**config.mk**
```make
export PLATFORM = sky130hd
export DESIGN_NAME = audio_fifo_dip
export DESIGN_NICKNAME = d
export VERILOG_FILES = /design/src/rtl/afd_pkg.sv /design/src/rtl/afd_ram.sv /design/src/rtl/afd_ctrl.sv /design/src/rtl/afd_flags.sv /design/src/rtl/audio_fifo_dip.sv
export SDC_FILE = /design/constraint.sdc
export NUM_CORES = 1
export LEC_CHECK = 0
export BUFFER_PORTS_ARGS = -buffer_cell sky130_fd_sc_hd__buf_2
export CAP_MARGIN = 20
export CELL_PAD_IN_SITES_DETAIL_PLACEMENT = 2
export CELL_PAD_IN_SITES_GLOBAL_PLACEMENT = 2
export CORE_UTILIZATION = 50
export DETAILED_ROUTE_END_ITERATION = 10
export MAX_ROUTING_LAYER = met4
export PLACE_DENSITY = 0.85
export SLEW_MARGIN = 20
export SYNTH_ARGS = -nofsm -noshare
export SYNTH_HDL_FRONTEND = slang
export SYNTH_SLANG_ARGS = --single-unit
export TNS_END_PERCENT = 1
```
**constraint.sdc**
```tcl
create_clock -name clk -period 3.9 [get_ports clk]
set_clock_uncertainty 0.15 [all_clocks]
set_input_delay 0.39 -clock clk [delete_from_list [all_inputs] [get_ports clk]]
set_output_delay 0.39 -clock clk [all_outputs]
set_load 0.005 [all_outputs]
```
**src/rtl/afd_pkg.sv**
```systemverilog
package afd_pkg;
  typedef struct packed {
    logic empty;
    logic full;
    logic low;
    logic high;
    logic req;
  } afd_flags_t;

  localparam afd_flags_t AFD_FLAGS_RST = '{empty: 1'b1, full: 1'b0, low: 1'b0, high: 1'b0, req: 1'b0};
endpackage

```
**src/rtl/afd_ram.sv**
```systemverilog
module afd_ram #(
  parameter int DATA_W = 16,
  parameter int DEPTH  = 32,
  localparam int AW    = $clog2(DEPTH)
) (
  input  logic              clk,
  input  logic              we,
  input  logic [AW-1:0]     waddr,
  input  logic [DATA_W-1:0] wdata,
  input  logic              re,
  input  logic [AW-1:0]     raddr,
  output logic [DATA_W-1:0] rdata
);
  logic [DATA_W-1:0] store [DEPTH];

  always_ff @(posedge clk) begin
    if (we) store[waddr] <= wdata;
    if (re) rdata <= store[raddr];
  end
endmodule

```
**src/rtl/afd_ctrl.sv**
```systemverilog
module afd_ctrl #(
  parameter int DEPTH = 32,
  localparam int AW   = $clog2(DEPTH),
  localparam int CW   = $clog2(DEPTH + 1)
) (
  input  logic          clk,
  input  logic          rst,
  input  logic          fifo_en,
  input  logic          wr_valid,
  input  logic          rd_ready,
  input  logic          err_clr,
  output logic          we,
  output logic [AW-1:0] waddr,
  output logic          re,
  output logic [AW-1:0] raddr,
  output logic [CW-1:0] level_nxt,
  output logic          rd_vld,
  output logic          overflow,
  output logic          underflow
);
  localparam logic [CW-1:0] LVL_MAX  = CW'(DEPTH);
  localparam logic [AW-1:0] PTR_LAST = AW'(DEPTH - 1);

  logic [CW-1:0] level_q;
  logic [AW-1:0] wp_q, rp_q;
  logic          is_full, is_empty, push, pop, ovf_hit, unf_hit;

  assign is_full  = (level_q == LVL_MAX);
  assign is_empty = (level_q == '0);
  assign push     = fifo_en && wr_valid && !is_full;
  assign pop      = fifo_en && rd_ready && !is_empty;
  assign ovf_hit  = fifo_en && wr_valid && is_full;
  assign unf_hit  = fifo_en && rd_ready && is_empty;

  always_comb begin
    if (!fifo_en)         level_nxt = '0;
    else if (push && !pop) level_nxt = level_q + 1'b1;
    else if (pop && !push) level_nxt = level_q - 1'b1;
    else                   level_nxt = level_q;
  end

  assign we    = push;
  assign waddr = wp_q;
  assign re    = pop;
  assign raddr = rp_q;

  always_ff @(posedge clk) begin
    if (rst) begin
      level_q   <= '0;
      wp_q      <= '0;
      rp_q      <= '0;
      rd_vld    <= 1'b0;
      overflow  <= 1'b0;
      underflow <= 1'b0;
    end else begin
      level_q <= level_nxt;
      rd_vld  <= pop;
      if (!fifo_en) begin
        wp_q <= '0;
        rp_q <= '0;
      end else begin
        if (push) wp_q <= (wp_q == PTR_LAST) ? '0 : wp_q + 1'b1;
        if (pop)  rp_q <= (rp_q == PTR_LAST) ? '0 : rp_q + 1'b1;
      end
      overflow  <= ovf_hit || (overflow  && !err_clr);
      underflow <= unf_hit || (underflow && !err_clr);
    end
  end
endmodule

```
**src/rtl/afd_flags.sv**
```systemverilog
module afd_flags
  import afd_pkg::*;
#(
  parameter int DEPTH = 32,
  parameter int DIP_W = 6,
  parameter bit IS_TX = 1'b0,
  localparam int CW   = $clog2(DEPTH + 1)
) (
  input  logic             clk,
  input  logic             rst,
  input  logic             fifo_en,
  input  logic             dma_en,
  input  logic [DIP_W-1:0] dipstick,
  input  logic [CW-1:0]    level_nxt,
  output afd_flags_t       flags
);
  afd_flags_t nxt;
  logic       dip_on, req_cond;
  int         lvl, dip;

  assign lvl    = int'(level_nxt);
  assign dip    = int'(dipstick);
  assign dip_on = (dipstick != '0);

  always_comb begin
    nxt.empty = (lvl == 0);
    nxt.full  = (lvl == DEPTH);
    nxt.low   = dip_on && (lvl < dip);
    nxt.high  = dip_on && ((lvl + dip) > DEPTH);
  end

  generate
    if (IS_TX) begin : g_tx
      assign req_cond = !nxt.high;
    end else begin : g_rx
      assign req_cond = !nxt.empty;
    end
  endgenerate

  assign nxt.req = dma_en && fifo_en && req_cond;

  always_ff @(posedge clk) begin
    if (rst) flags <= AFD_FLAGS_RST;
    else     flags <= nxt;
  end
endmodule

```
**src/rtl/audio_fifo_dip.sv**
```systemverilog
module audio_fifo_dip
  import afd_pkg::*;
#(
  parameter int DATA_W = 16,
  parameter int DEPTH  = 32,
  parameter int DIP_W  = 6,
  parameter bit IS_TX  = 1'b0
) (
  input  logic              clk,
  input  logic              rst,
  input  logic              fifo_en,
  input  logic              dma_en,
  input  logic [DIP_W-1:0]  dipstick,
  input  logic              err_clr,
  input  logic              wr_valid,
  input  logic [DATA_W-1:0] wr_data,
  input  logic              rd_ready,
  output logic [DATA_W-1:0] rd_data,
  output logic              rd_vld,
  output logic              empty,
  output logic              full,
  output logic              almost_empty,
  output logic              almost_full,
  output logic              dma_req,
  output logic              overflow,
  output logic              underflow
);
  localparam int AW = $clog2(DEPTH);
  localparam int CW = $clog2(DEPTH + 1);

  logic          we, re;
  logic [AW-1:0] waddr, raddr;
  logic [CW-1:0] level_nxt;
  afd_flags_t    flags;

  afd_ctrl #(.DEPTH(DEPTH)) u_ctrl (
    .clk(clk), .rst(rst), .fifo_en(fifo_en), .wr_valid(wr_valid),
    .rd_ready(rd_ready), .err_clr(err_clr), .we(we), .waddr(waddr),
    .re(re), .raddr(raddr), .level_nxt(level_nxt), .rd_vld(rd_vld),
    .overflow(overflow), .underflow(underflow)
  );

  afd_ram #(.DATA_W(DATA_W), .DEPTH(DEPTH)) u_ram (
    .clk(clk), .we(we), .waddr(waddr), .wdata(wr_data),
    .re(re), .raddr(raddr), .rdata(rd_data)
  );

  afd_flags #(.DEPTH(DEPTH), .DIP_W(DIP_W), .IS_TX(IS_TX)) u_flags (
    .clk(clk), .rst(rst), .fifo_en(fifo_en), .dma_en(dma_en),
    .dipstick(dipstick), .level_nxt(level_nxt), .flags(flags)
  );

  assign empty        = flags.empty;
  assign full         = flags.full;
  assign almost_empty = flags.low;
  assign almost_full  = flags.high;
  assign dma_req      = flags.req;
endmodule

```
Word-level counts from Yosys, hierarchy flattened
Memories as Yosys holds them, arrays and structs flattened. A register that Yosys moved wholly into a read port is not among the register bits.
Index checks and enable logic that the tools add are counted.
{"block": "totals", "reg_bits": 24, "ramBits": 512, "inputBits": 29, "out_inout_bits": 24, "memories": 1}
{"name": "u_ram.store", "depth": 32, "word_bits": 16, "rd": 1, "rd_ports_with_merged_regs": 1, "write_ports": 1, "line_no": "afd_ram.sv:14", "rtl": "logic [DATA_W-1:0] store [DEPTH];"}
{"block": "classes", "addsub": 5, "n_lt_le_gt_ge": 2, "eq_ne": 4, "n_mux": 7, "bitwise_logic": 1, "n_reduce_logical": 26}
{"operator": "32-bit by 7-bit > comparator with 1-bit output, second input constant", "count": 1}
{"operator": "32-bit zero test", "count": 1}
{"operator": "6-bit 2-to-1 mux", "count": 3}
{"operator": "1-bit logical AND", "count": 14}
{"operator": "6-bit == test, second input constant", "count": 2}
{"operator": "5-bit by 1-bit adder with 5-bit output, second input constant", "count": 2}
{"operator": "5-bit == test, second input constant", "count": 2}
{"operator": "5-bit 2-to-1 mux", "count": 2}
{"operator": "6-bit by 6-bit adder with 7-bit output", "count": 1}
{"operator": "6-bit by 1-bit adder with 6-bit output, second input constant", "count": 1}
{"operator": "1-bit zero test", "count": 6}
{"operator": "6-bit zero test", "count": 1}
{"operator": "6-bit less-than comparator", "count": 1}
{"operator": "6-bit nonzero test", "count": 1}
{"operator": "6-bit by 1-bit subtractor with 6-bit output, second input constant", "count": 1}
{"operator": "1-bit logical OR", "count": 2}
{"operator": "1-bit 2-to-1 mux", "count": 2}
{"operator": "2-bit OR reduction", "count": 1}
{"operator": "1-bit inverter", "count": 1}

Longest topological paths before layout
Gate-level depths: netlist of the first run.
{"block": "logic_depth", "word_depth": 11, "mapped_depth": 16}

Hierarchy
From an unflattened synthesis of the first run, not the netlist that was laid out.
{"block": "hier_totals", "cells_unflattened": 1379, "hier_area_um2": 22621.7}
{"module": "afd_ram", "instances": 1, "cells_each": 1143, "area_per_inst_um2": 20696.1}
{"module": "afd_ctrl", "instances": 1, "cells_each": 171, "area_per_inst_um2": 1370.1}
{"module": "afd_flags", "instances": 1, "cells_each": 65, "area_per_inst_um2": 555.5}

Worst setup path before layout of the first run
No wires, ideal clock.
{"block": "synth_timing", "path_type": "register -> register", "startpoint": "register u_ctrl.level_q[1]", "endpoint": "register u_flags.flags[1] (netlist name)", "setup_time_ns": 0.120, "arrival_time_ns": 3.097, "required_ns": 3.630, "setup_slack_ns": 0.533, "path_stages_with_launch": 14, "path_buffers": 0, "synth_period_minus_slack_ns": 3.367, "path_cell_list": "dfxtp_1 -> inv_1 -> ha_1 -> nor2_1 -> a221oi_1 -> a31oi_1 -> or4_1 -> fa_1 -> o21bai_1 -> a21oi_1 -> xor2_1 -> nor4b_1 -> nor3_1 -> o31a_1"}
{"block": "synth_between", "elab_chain_len": 11, "elab_cells_between_ends": 18, "cone_classes": "add/sub (3); order compare (1); eq/ne (1); mux (3); reduce/logical (10)"}
{"element": "start: declaration", "line_no": "afd_ctrl.sv:24", "rtl": "logic [CW-1:0] level_q;"}
{"element": "start signal: assignment", "line_no": "afd_ctrl.sv:56", "rtl": "level_q <= level_nxt;"}
{"element": "branches (longest 6 deep; another with 6-bit by 1-bit subtractor with 6-bit output)"}
{"element": "6-bit 2-to-1 mux *", "line_no": "afd_ctrl.sv:37", "rtl": "else if (push && !pop) level_nxt = level_q + 1'b1;"}
{"element": "6-bit 2-to-1 mux *", "line_no": "afd_ctrl.sv:36", "rtl": "if (!fifo_en) level_nxt = '0;"}
{"element": "6-bit by 6-bit adder with 7-bit output *", "line_no": "afd_flags.sv:29", "rtl": "nxt.high = dip_on && ((lvl + dip) > DEPTH);"}
{"element": "32-bit by 7-bit > comparator with 1-bit output *", "line_no": "afd_flags.sv:29"}
{"element": "1-bit logical AND *", "line_no": "afd_flags.sv:29"}
Every way passes the cells marked *.
A chain may end at the register's enable or synchronous reset.

Worst setup path after layout of the first run
{"block": "layout_timing", "startpoint": "register u_ctrl.level_q[0]", "endpoint": "register u_flags.flags[1] (netlist name)"}
{"block": "layout_between", "elab_chain_len": 11, "elab_cells_between_ends": 18, "cone_classes": "add/sub (3); order compare (1); eq/ne (1); mux (3); reduce/logical (10)"}
{"element": "branches (longest 6 deep; another with 6-bit by 1-bit subtractor with 6-bit output)"}
{"element": "6-bit 2-to-1 mux *", "line_no": "afd_ctrl.sv:37"}
{"element": "6-bit 2-to-1 mux *", "line_no": "afd_ctrl.sv:36"}
{"element": "named net level_nxt[3]", "line_no": "audio_fifo_dip.sv:33", "rtl": "logic [CW-1:0] level_nxt;"}
{"element": "6-bit by 6-bit adder with 7-bit output *", "line_no": "afd_flags.sv:29"}
{"element": "32-bit by 7-bit > comparator with 1-bit output *", "line_no": "afd_flags.sv:29"}
{"element": "1-bit logical AND *", "line_no": "afd_flags.sv:29"}
Mark *: on every way through the listed nets, which the timed path passes.

==> flow_metrics.tcl, run 1 <==
set metrics [dict create \
    coreArea_um2 43100 \
    io_pins 53 \
    hpwlAfterDp_mm 40.4 \
    post-route-util_pct 58.1 \
    ys_seq_area_share_pct 74.9 \
    grt_pass1_vias 12600 \
    cap_viol_max_count 0 \
    synth_top_area_share_pct 72.7 \
    timing.final.crit_period_ns 3.88 \
    swShare_pct 21.6 \
    cts.sinks 552 \
    start_util_pct 50.6 \
    die_y_um 211 \
    via_per_inst 6.60 \
    grt_antenna_before_repair 2 \
    drc 0 \
    first_pass_iters 5 \
    clock_path_buffers 3 \
    sequentialPowerShare_pct 52.0 \
    drt_iter0_markers 1366 \
    htree_levels 2 \
    yosys-top-cells-area "edfxtp_1 73%, mux4_2 17%, dfxtp_1 2.2%, ha_1 1.3%, nor2_1 1.0%" \
    min-delay-path-class "in -> reg" \
    post-place-ws_ns -0.211 \
    setup_viol 0 \
    power_frac_comb_pct 2.7 \
    syn_inst 1015 \
    cts_buffers 57 \
    rows 76 \
    cp_max_fo 6 \
    die_area_um2 44400 \
    yosysTopAreaCell "edfxtp_1" \
    p_clk_share_pct 45.3 \
    crit_type "reg -> reg" \
    insertion_delay_ns 0.62 \
    gp_congestion 0.779 \
    area_growth_pct 14.8 \
    ant_nets 0 \
    syn_nets 1067 \
    post-route-period-util_pct 99.6 \
    p_int_mw 9.84 \
    switching_power_mw 2.71 \
    final-hold-violation-count 0 \
    grt-ovfl-total 0 \
    avgRoutedWirePerCell_um 41.5 \
    peakVddDrop_v 0.000322 \
    via_count 11600 \
    cp.arrival_ns 4.25 \
    postLayoutCellArea_um2 25000 \
    final_cell_mix "528 x edfxtp_1, 160 x mux4_2, 59 x clkbuf_16" \
    place.port_buffers 52 \
    yosysUniqueCellTypes 52 \
    tritoncts "yes" \
    tns_ns 0 \
    cellPowerDensity_nw_per_um2 501 \
    drive_gt1_share_pct 34.7 \
    fin_nets 1183 \
    max_freq_ghz 0.257 \
    crit_path_cell_trace "inv_1 > ha_1 > or4b_4 > mux2i_1 > a21oi_1 > mux2_4 > inv_1 > ha_1 > inv_1 > a21oi_1 > xor2_1 > nor4b_2 > nor3_1 > o31a_1" \
    cts-root-buf "clkbuf_16" \
    synth_enable_flop_cells 528 \
    path_common_cell "inv_1" \
    yosys_warnings 0 \
    worstMarginPinSlew_ns 1.13 \
    ys_seq_elements 552 \
    final_max_slew_viol_count 0 \
    critPathSlowestCell "or4b_4" \
    syn-cell-area_um2 21800 \
    start_kind "flip-flop" \
    synthFlopType "edfxtp_1" \
    synth_area_per_cell_um2 21.5 \
    crit_path_end_kind "flip-flop" \
    routed_wirelength_mm 73.1 \
    slowest_delay_ns 0.52 \
    cp.required_ns 4.26 \
    timing.hold.ws_ns 0.0446 \
    dpl-instance-area_um2 23100 \
    synthArstFlopShare_pct 0 \
    mostFrequentLayoutCell "edfxtp_1" \
    power_leakage_nw 7.83 \
    grt_pass1_wl_mm 101 \
    dieWidth_um 211 \
    grt_max_degree 62 \
    grtUsageTotal_pct 35.0 \
    finalWorstSetupSlack_ns 0.0159 \
    maxSlewHeadroom_pct 24.7 \
    clkSlewWorstSetupHoldPaths_ns 0.06 \
    status "finished, final reports clean" \
]
## worst max-delay path, delay by kind of cell (launching register included)
| kind | cells | cell delay [ns] |
|---|---|---|
| AND/OR/NAND/NOR | 3 | 0.97 |
| multiplexers | 2 | 0.67 |
| AO/OA/AOI/OAI | 3 | 0.59 |
| adder cells (fa/ha/maj) | 2 | 0.49 |
| flip-flops | 1 | 0.37 |
| buffers and inverters | 3 | 0.35 |
| XOR/XNOR | 1 | 0.18 |
## Yosys cell counts (3+ instances only)
cell type and number:
nand3b_1 6, buf_2 7, or4_1 3, dfxtp_1 24, clkbuf_1 31, nand4_1 3
mux2_2 16, and3_1 4, inv_1 26, buf_4 4, nor2_1 60, nor3_1 6
buf_6 5, a21oi_1 19, xor2_1 3, buf_1 4, ha_1 22, nor4_1 3
nand3_1 7, nand2_1 22, edfxtp_1 528, a31oi_1 6, o21ai_0 10, mux4_2 160
## path summary, 6_finish.rpt
path                                              startpoint                     endpoint  slack (ns)  cells after the start
worst max register to register  u_ctrl.level_q[0]$_SDFF_PP0_  u_flags.flags[1]$_SDFF_PP0_        0.02                     14
worst min-delay path                             dipstick[5]  u_flags.flags[1]$_SDFF_PP0_        0.04                      3
worst max-delay path            u_ctrl.level_q[0]$_SDFF_PP0_  u_flags.flags[1]$_SDFF_PP0_        0.02                     14
worst min register to register   u_ctrl.underflow$_SDFF_PP0_  u_ctrl.underflow$_SDFF_PP0_        0.38                      2
## registers in the layout (all words and copies together), names as in the netlist
signal and count:
u_ram.store 512, u_ctrl.raddr 5, u_ctrl.rd_vld 1, u_flags.flags 5
u_ram.rdata 16, u_ctrl.waddr 5, u_ctrl.underflow 1, u_ctrl.level_q 6
u_ctrl.overflow 1
## per-layer routing
layer	track usage (%)	up-vias	wire (µm)
li1	-	4457	-
met1	44.8	6398	28800
met3	6.54	139	4970
met5	-	-	0
met4	12.7	0	2730
met2	56.2	650	36600
## area by class of cell
| cell class | instances | area, µm² |
|---|---|---|
| antenna | 2 | 5.00 |
| inverter | 26 | 97.6 |
| sequential | 552 | 16300 |
| fill | 3465 | 18000 |
| clock inverter | 27 | 279 |
| tap | 585 | 732 |
| multi-input combinational | 386 | 5220 |
| timing repair buffer | 108 | 778 |
| clock buffer | 78 | 1580 |
## power by group through the flow
stage / clock, mW / combinational, mW / sequential [mW]
floorplan: 0 / 0.142 / 6.64
global placement: 0 / 0.274 / 6.65
detailed placement: 0 / 0.318 / 6.65
CTS: 5.73 / 0.331 / 6.52
global route: 5.89 / 0.362 / 6.52
finish: 5.68 / 0.344 / 6.52
## cell families after synthesis
logic type / count (synthesis) / synth area share [%]
buffers and inverters: 77 / 1.61
AND/OR/NAND/NOR: 131 / 3.05
multiplexers: 179 / 17.5
flip-flops: 552 / 74.9
XOR/XNOR: 4 / 0.161
adder cells (fa/ha/maj): 23 / 1.35
AO/OA/AOI/OAI: 49 / 1.37
## through the flow
stage                     power (mW)  instances
after floorplan                 6.79       1015
after global placement          6.92       1651
after detailed placement        6.97       1651
after CTS                       12.6       1761
after global routing            12.8       1764
final                           12.5       1764
## what timing repair did
item                                   4_1_cts  5_1_grt
resized for setup                            2        6
buffers inserted                             1        1
setup endpoints to repair                    1        1
endpoints found under the hold margin        9        0
pin swaps                                    0        2
hold buffers                                 4        0
No activity file was read; power rests on OpenSTA's default activity.
==> run 2: changes to the inputs <==
--- a/config.mk
+++ b/config.mk
@@ -13,6 +13,8 @@
 export DETAILED_ROUTE_END_ITERATION = 10
 export MAX_ROUTING_LAYER = met4
 export PLACE_DENSITY = 0.85
+export RECOVER_POWER = 50
+export REMOVE_ABC_BUFFERS = 1
 export SLEW_MARGIN = 20
 export SYNTH_ARGS = -nofsm -noshare
 export SYNTH_HDL_FRONTEND = slang
==> flow_metrics.tcl, run 2 (synthesis gave the netlist of run 1 again) <==
set metrics [dict create \
    status "finished, violations left" \
    failed_checks "capacitance limit, slew limit" \
    grtUsageTotal_pct 33.9 \
    die_area_um2 44400 \
    regMostFlops "u_ram.store" \
    cp_top_family "simple AND/OR/NAND/NOR gates" \
    peakVddDrop_v 0.000355 \
    fin_nets 1185 \
    clock_path_buffers 3 \
    setup_viol 0 \
    place.port_buffers 52 \
    routed_wirelength_mm 70.8 \
    drive_gt1_share_pct 31.5 \
    via_per_inst 6.64 \
    worstMarginPinSlew_ns 1.95 \
    cap_viol_max_count 15 \
    dieWidth_um 211 \
    ant_nets 0 \
    largestRegisters "u_ram.store x512, u_ram.rdata x16, u_ctrl.level_q x6" \
    timing.final.crit_period_ns 3.76 \
    maxSlewHeadroom_pct -30.2 \
    area_growth_pct 13.8 \
    max_freq_ghz 0.266 \
    cellPowerDensity_nw_per_um2 489 \
    crit_type "reg -> reg" \
    drt_iter0_markers 1263 \
    clkSlewWorstSetupHoldPaths_ns 0.06 \
    rows 76 \
    cts-root-buf "clkbuf_16" \
    final_cell_mix "528 x edfxtp_1, 160 x mux4_2, 55 x clkbuf_16" \
    cp.arrival_ns 4.11 \
    cp_max_fo 7 \
    avgRoutedWirePerCell_um 40.3 \
    timing.hold.ws_ns 0.0339 \
    cp.required_ns 4.25 \
    htree_levels 2 \
    gp_congestion 0.800 \
    critPathSlowestCell "or4_4" \
    io_pins 53 \
    final_max_slew_viol_count 495 \
    die_y_um 211 \
    fill_cells 3512 \
    grt_pass1_vias 12400 \
    tritoncts "yes" \
    worst-path-buf-inv 2 \
    num_antenna_cells 0 \
    coreArea_um2 43100 \
    first_pass_iters 5 \
    total_power_mw 12.1 \
    crit_path_end_kind "flip-flop" \
    grt_pass1_wl_mm 99.0 \
    hpwlAfterDp_mm 41.0 \
    cts_buffers 55 \
    start_kind "flip-flop" \
    final-hold-violation-count 0 \
    drc 0 \
    mostFrequentLayoutCell "edfxtp_1" \
    insertion_delay_ns 0.62 \
    grt-ovfl-total 0 \
    via_count 11700 \
    post-route-period-util_pct 96.5 \
    start_util_pct 50.6 \
    slowest_delay_ns 0.60 \
    min-delay-path-class "in -> reg" \
    crit_path_cell_trace "inv_1 > ha_1 > nor4b_4 > buf_4 > a221oi_1 > a31oi_1 > or4_4 > fa_1 > o21bai_1 > a21oi_1 > xor2_1 > nor4b_1 > nor3_1 > o31a_1" \
    power_leakage_nw 7.66 \
    cts.sinks 552 \
    grt_antenna_before_repair 2 \
    grt_max_degree 44 \
    largest_reg_flops 512 \
]
## run 2: changes by cell type in the layout (fill, tap and decap cells not counted), sizes merged
cell,previous run,this run
buf,104,74
clkinvlp,1,0
bufinv,6,4
clkbuf,78,108
diode,2,0
## run 2: worst register-to-register path, stage by stage (launching register included)
cell	delay, ns
dfxtp_2	0.40
inv_1	0.08
ha_1	0.22
nor4b_4	0.16
buf_4	0.16
a221oi_1	0.23
a31oi_1	0.09
or4_4	0.60
fa_1	0.47
o21bai_1	0.15
a21oi_1	0.11
xor2_1	0.16
nor4b_1	0.29
nor3_1	0.11
o31a_1	0.28
## run 2: final cells by class
type                    count  area, µm²  area share, %
well taps                 585        732           2.95
clock inverters            24        214          0.862
repair buffers            112        753           3.04
inverters                  26       97.6          0.393
clock buffers              74       1470           5.92
flip-flops and latches    552      16300           65.9
multi-input cells         386       5200           21.0
## run 2: final timing paths
check / start / endpoint / slack (ns) / cells after the start
min reg2reg: u_ctrl.underflow$_SDFF_PP0_ / u_ctrl.underflow$_SDFF_PP0_ / 0.34 / 2
min: dipstick[5] / u_flags.flags[1]$_SDFF_PP0_ / 0.03 / 3
max: u_ctrl.level_q[0]$_SDFF_PP0_ / u_flags.flags[1]$_SDFF_PP0_ / 0.14 / 14
max reg2reg: u_ctrl.level_q[0]$_SDFF_PP0_ / u_flags.flags[1]$_SDFF_PP0_ / 0.14 / 14
## run 2: layer usage
| layer | global-route usage, % | wire (µm) | vias up |
|---|---|---|---|
| met3 | 4.06 | 4830 | 100 |
| met4 | 9.75 | 1830 | 0 |
| met1 | 45.0 | 28100 | 6436 |
| met5 | - | 0 | - |
| li1 | - | - | 4461 |
| met2 | 55.7 | 36100 | 685 |
## run 2: timing repair
item,in CTS,in global routing
endpoints found under the hold margin,9,0
gates resized for setup,0,3
setup buffers,0,2
hold buffers,4,0
endpoints found under the setup margin,0,1
## run 2: report_power, final
part | total [mW] | switching, mW | internal, mW | leakage, nW
sequential | 6.53 | 0.0171 | 6.51 | 4.95
clock | 5.28 | 2.39 | 2.89 | 0.829
combinational | 0.332 | 0.228 | 0.103 | 1.89
## run 2: stage by stage
step | cell area, µm² | setup TNS, ns | utilization, % | setup WS (ns) | std cells
finish | 24800 | 0 | 57.6 | 0.138 | 1759
CTS | 24800 | 0 | 57.6 | 0.00110 | 1757
global placement | 23100 | 0 | 53.6 | 0.203 | 1655
floorplan | 21500 | -66.34 | - | -3.26 | 964
global route | 24800 | -0.0121 | 57.6 | -0.0121 | 1759
detailed placement | 23100 | 0 | 53.6 | 0.0447 | 1655
==> run 3: changes to the inputs <==
--- a/config.mk
+++ b/config.mk
@@ -7,7 +7,7 @@
 export LEC_CHECK = 0
 export BUFFER_PORTS_ARGS = -buffer_cell sky130_fd_sc_hd__buf_2
 export CAP_MARGIN = 20
-export CELL_PAD_IN_SITES_DETAIL_PLACEMENT = 2
+export CELL_PAD_IN_SITES_DETAIL_PLACEMENT = 0
 export CELL_PAD_IN_SITES_GLOBAL_PLACEMENT = 2
 export CORE_UTILIZATION = 50
 export DETAILED_ROUTE_END_ITERATION = 10
@@ -15,6 +15,7 @@
 export PLACE_DENSITY = 0.85
 export RECOVER_POWER = 50
 export REMOVE_ABC_BUFFERS = 1
+export SETUP_SLACK_MARGIN = 0.5
 export SLEW_MARGIN = 20
 export SYNTH_ARGS = -nofsm -noshare
 export SYNTH_HDL_FRONTEND = slang
==> flow_metrics.tcl, run 3 (synthesis gave the netlist of run 1 again) <==
set metrics [dict create \
    status "finished, final reports clean" \
    reg2reg_from "u_ctrl.level_q[0]$_SDFF_PP0_" \
    min-delay-start "dipstick[5]" \
    post-route-period-util_pct 90.5 \
    io_pins 53 \
    worstMarginPinSlew_ns 1.38 \
    sequentialPowerShare_pct 56.8 \
    num_antenna_cells 0 \
    cts_buffers 53 \
    switching_power_mw 2.26 \
    cts.sinks 552 \
    die_y_um 211 \
    mostFrequentLayoutCell "edfxtp_1" \
    ff2ff_setup_slack_ns 0.37 \
    area_growth_pct 13.6 \
    clkSlewWorstSetupHoldPaths_ns 0.06 \
    coreArea_um2 43100 \
    clock_path_buffers 3 \
    grt_pass1_wl_mm 67.2 \
    grtUsageTotal_pct 21.5 \
    min-delay-path-class "in -> reg" \
    htree_levels 2 \
    drc 0 \
    final_cell_mix "528 x edfxtp_1, 160 x mux4_2, 54 x buf_4" \
    start_util_pct 50.6 \
    dp.cells 1655 \
    critPathSlowestCell "or4_1" \
    crit_path_end_kind "flip-flop" \
    start_kind "flip-flop" \
    fin_cells 1758 \
    r2r_cells 13 \
    peakVddDrop_v 0.000358 \
    multi_input_area_um2 5240 \
    gp_congestion 0.800 \
    insertion_delay_ns 0.58 \
    cp.required_ns 4.21 \
    power_leakage_nw 7.62 \
    crit_path_cell_trace "inv_4 > ha_4 > nor2_1 > a221oi_1 > a31oi_1 > or4_1 > fa_2 > o21bai_1 > a21oi_2 > xor2_1 > nor4b_2 > nor3_1 > o31a_1" \
    timing.final.crit_period_ns 3.53 \
    cp.arrival_ns 3.84 \
    via_count 10300 \
    place.port_buffers 52 \
    power_frac_comb_pct 2.6 \
    min_path_cells 3 \
    ant_nets 0 \
    p_clk_share_pct 40.6 \
    dieWidth_um 211 \
    grt_pass1_vias 10600 \
    maxSlewHeadroom_pct 7.68 \
    crit_type "reg -> reg" \
    die_area_um2 44400 \
    rows 76 \
    seq_area_um2 16300 \
    total_power_mw 11.5 \
    first_pass_iters 5 \
    tns_ns 0 \
    tritoncts "yes" \
    swShare_pct 19.7 \
    cellPowerDensity_nw_per_um2 464 \
    regMostFlops "u_ram.store" \
    cp_max_fo 4 \
    fin_nets 1189 \
    rsz0062_at_grt "true" \
    grt-ovfl-total 0 \
    timing.hold.ws_ns 0.0868 \
    routed_wirelength_mm 44.8 \
    grt_antenna_before_repair 0 \
    largest_reg_flops 512 \
    largestRegisters "u_ram.store x512, u_ram.rdata x16, u_ctrl.level_q x6" \
    whs_endpoint "u_flags.flags[1]$_SDFF_PP0_" \
    setup_viol 0 \
    slowest_delay_ns 0.62 \
    max_freq_ghz 0.283 \
    grt_max_degree 44 \
    final_max_slew_viol_count 0 \
    via_per_inst 5.86 \
    p_int_mw 9.22 \
    drive_gt1_share_pct 32.1 \
    drt_iter0_markers 1155 \
    hpwlAfterDp_mm 26.5 \
    fill_cells 3127 \
    cts-root-buf "clkbuf_16" \
    cap_viol_max_count 0 \
    r2r_end "u_flags.flags[1]$_SDFF_PP0_" \
    final-hold-violation-count 0 \
    avgRoutedWirePerCell_um 25.5 \
]
## run 3: cell count changes in the layout (fill, tap and decap cells not counted), sizes merged
cell      delta
bufinv       -2
clkbuf      -14
clkinv       +3
inv          +1
buf         +10
clkinvlp     +1
## run 3: layer usage
layer,track usage [%],part of all wire (%)
met5,-,0
met2,33.2,49
met1,30.1,43
met3,3.39,5.4
met4,6.10,2.3
## run 3: power groups by stage
stage	sequential (mW)	combinational [mW]	clock [mW]
2_1_floorplan	6.65	0.132	0
6_report	6.52	0.299	4.66
4_1_cts	6.52	0.295	4.75
3_5_place_dp	6.65	0.285	0
3_3_place_gp	6.64	0.276	0
5_1_grt	6.52	0.328	4.96
## run 3: worst max-delay path: cells and delay by family (launching register included)
kind,cells,cell delay (ns)
AO/OA/AOI/OAI,5,0.87
adder cells (fa/ha/maj),2,0.69
flip-flops,1,0.44
XOR/XNOR,1,0.15
buffers and inverters,1,0.06
AND/OR/NAND/NOR,4,1.06
## run 3: worst max path at each step
stage                                 startpoint                     endpoint  slack, ns  cells past startpoint
detailed placement  u_ctrl.level_q[0]$_SDFF_PP0_  u_flags.flags[1]$_SDFF_PP0_       0.21                     16
global route        u_ctrl.level_q[0]$_SDFF_PP0_  u_flags.flags[1]$_SDFF_PP0_       0.17                     17
floorplan           u_ctrl.raddr[0]$_SDFFE_PP0P_     u_ram.rdata[0]$_DFFE_PP_      -3.26                      3
global placement    u_ctrl.level_q[0]$_SDFF_PP0_  u_flags.flags[1]$_SDFF_PP0_       0.20                     16
CTS                 u_ctrl.level_q[0]$_SDFF_PP0_  u_flags.flags[1]$_SDFF_PP0_       0.51                     16
finish              u_ctrl.level_q[0]$_SDFF_PP0_  u_flags.flags[1]$_SDFF_PP0_       0.37                     13
## run 3: area by class of cell
class | instances | area share [%]
flip-flops and latches | 552 | 66.0
repair buffers | 118 | 3.22
multi-input cells | 386 | 21.2
inverters | 26 | 0.404
clock buffers | 64 | 5.52
well taps | 585 | 2.96
clock inverters | 27 | 0.697
## run 3: what timing repair did
item,in CTS,in global routing
gates resized for setup,9,12
endpoints found under the setup margin,1,1
buffers inserted,1,7
endpoints found under the hold margin,9,0
pin swaps,4,10
hold buffers,4,0
## run 3: stage by stage
step	instance area (µm²)	worst slack (ns)	util, %
2_1_floorplan	21500	-3.26	-
3_3_place_gp	23100	0.203	53.6
3_5_place_dp	23100	0.210	53.6
4_1_cts	24700	0.508	57.4
5_1_grt	24800	0.169	57.5
6_report	24800	0.369	57.5
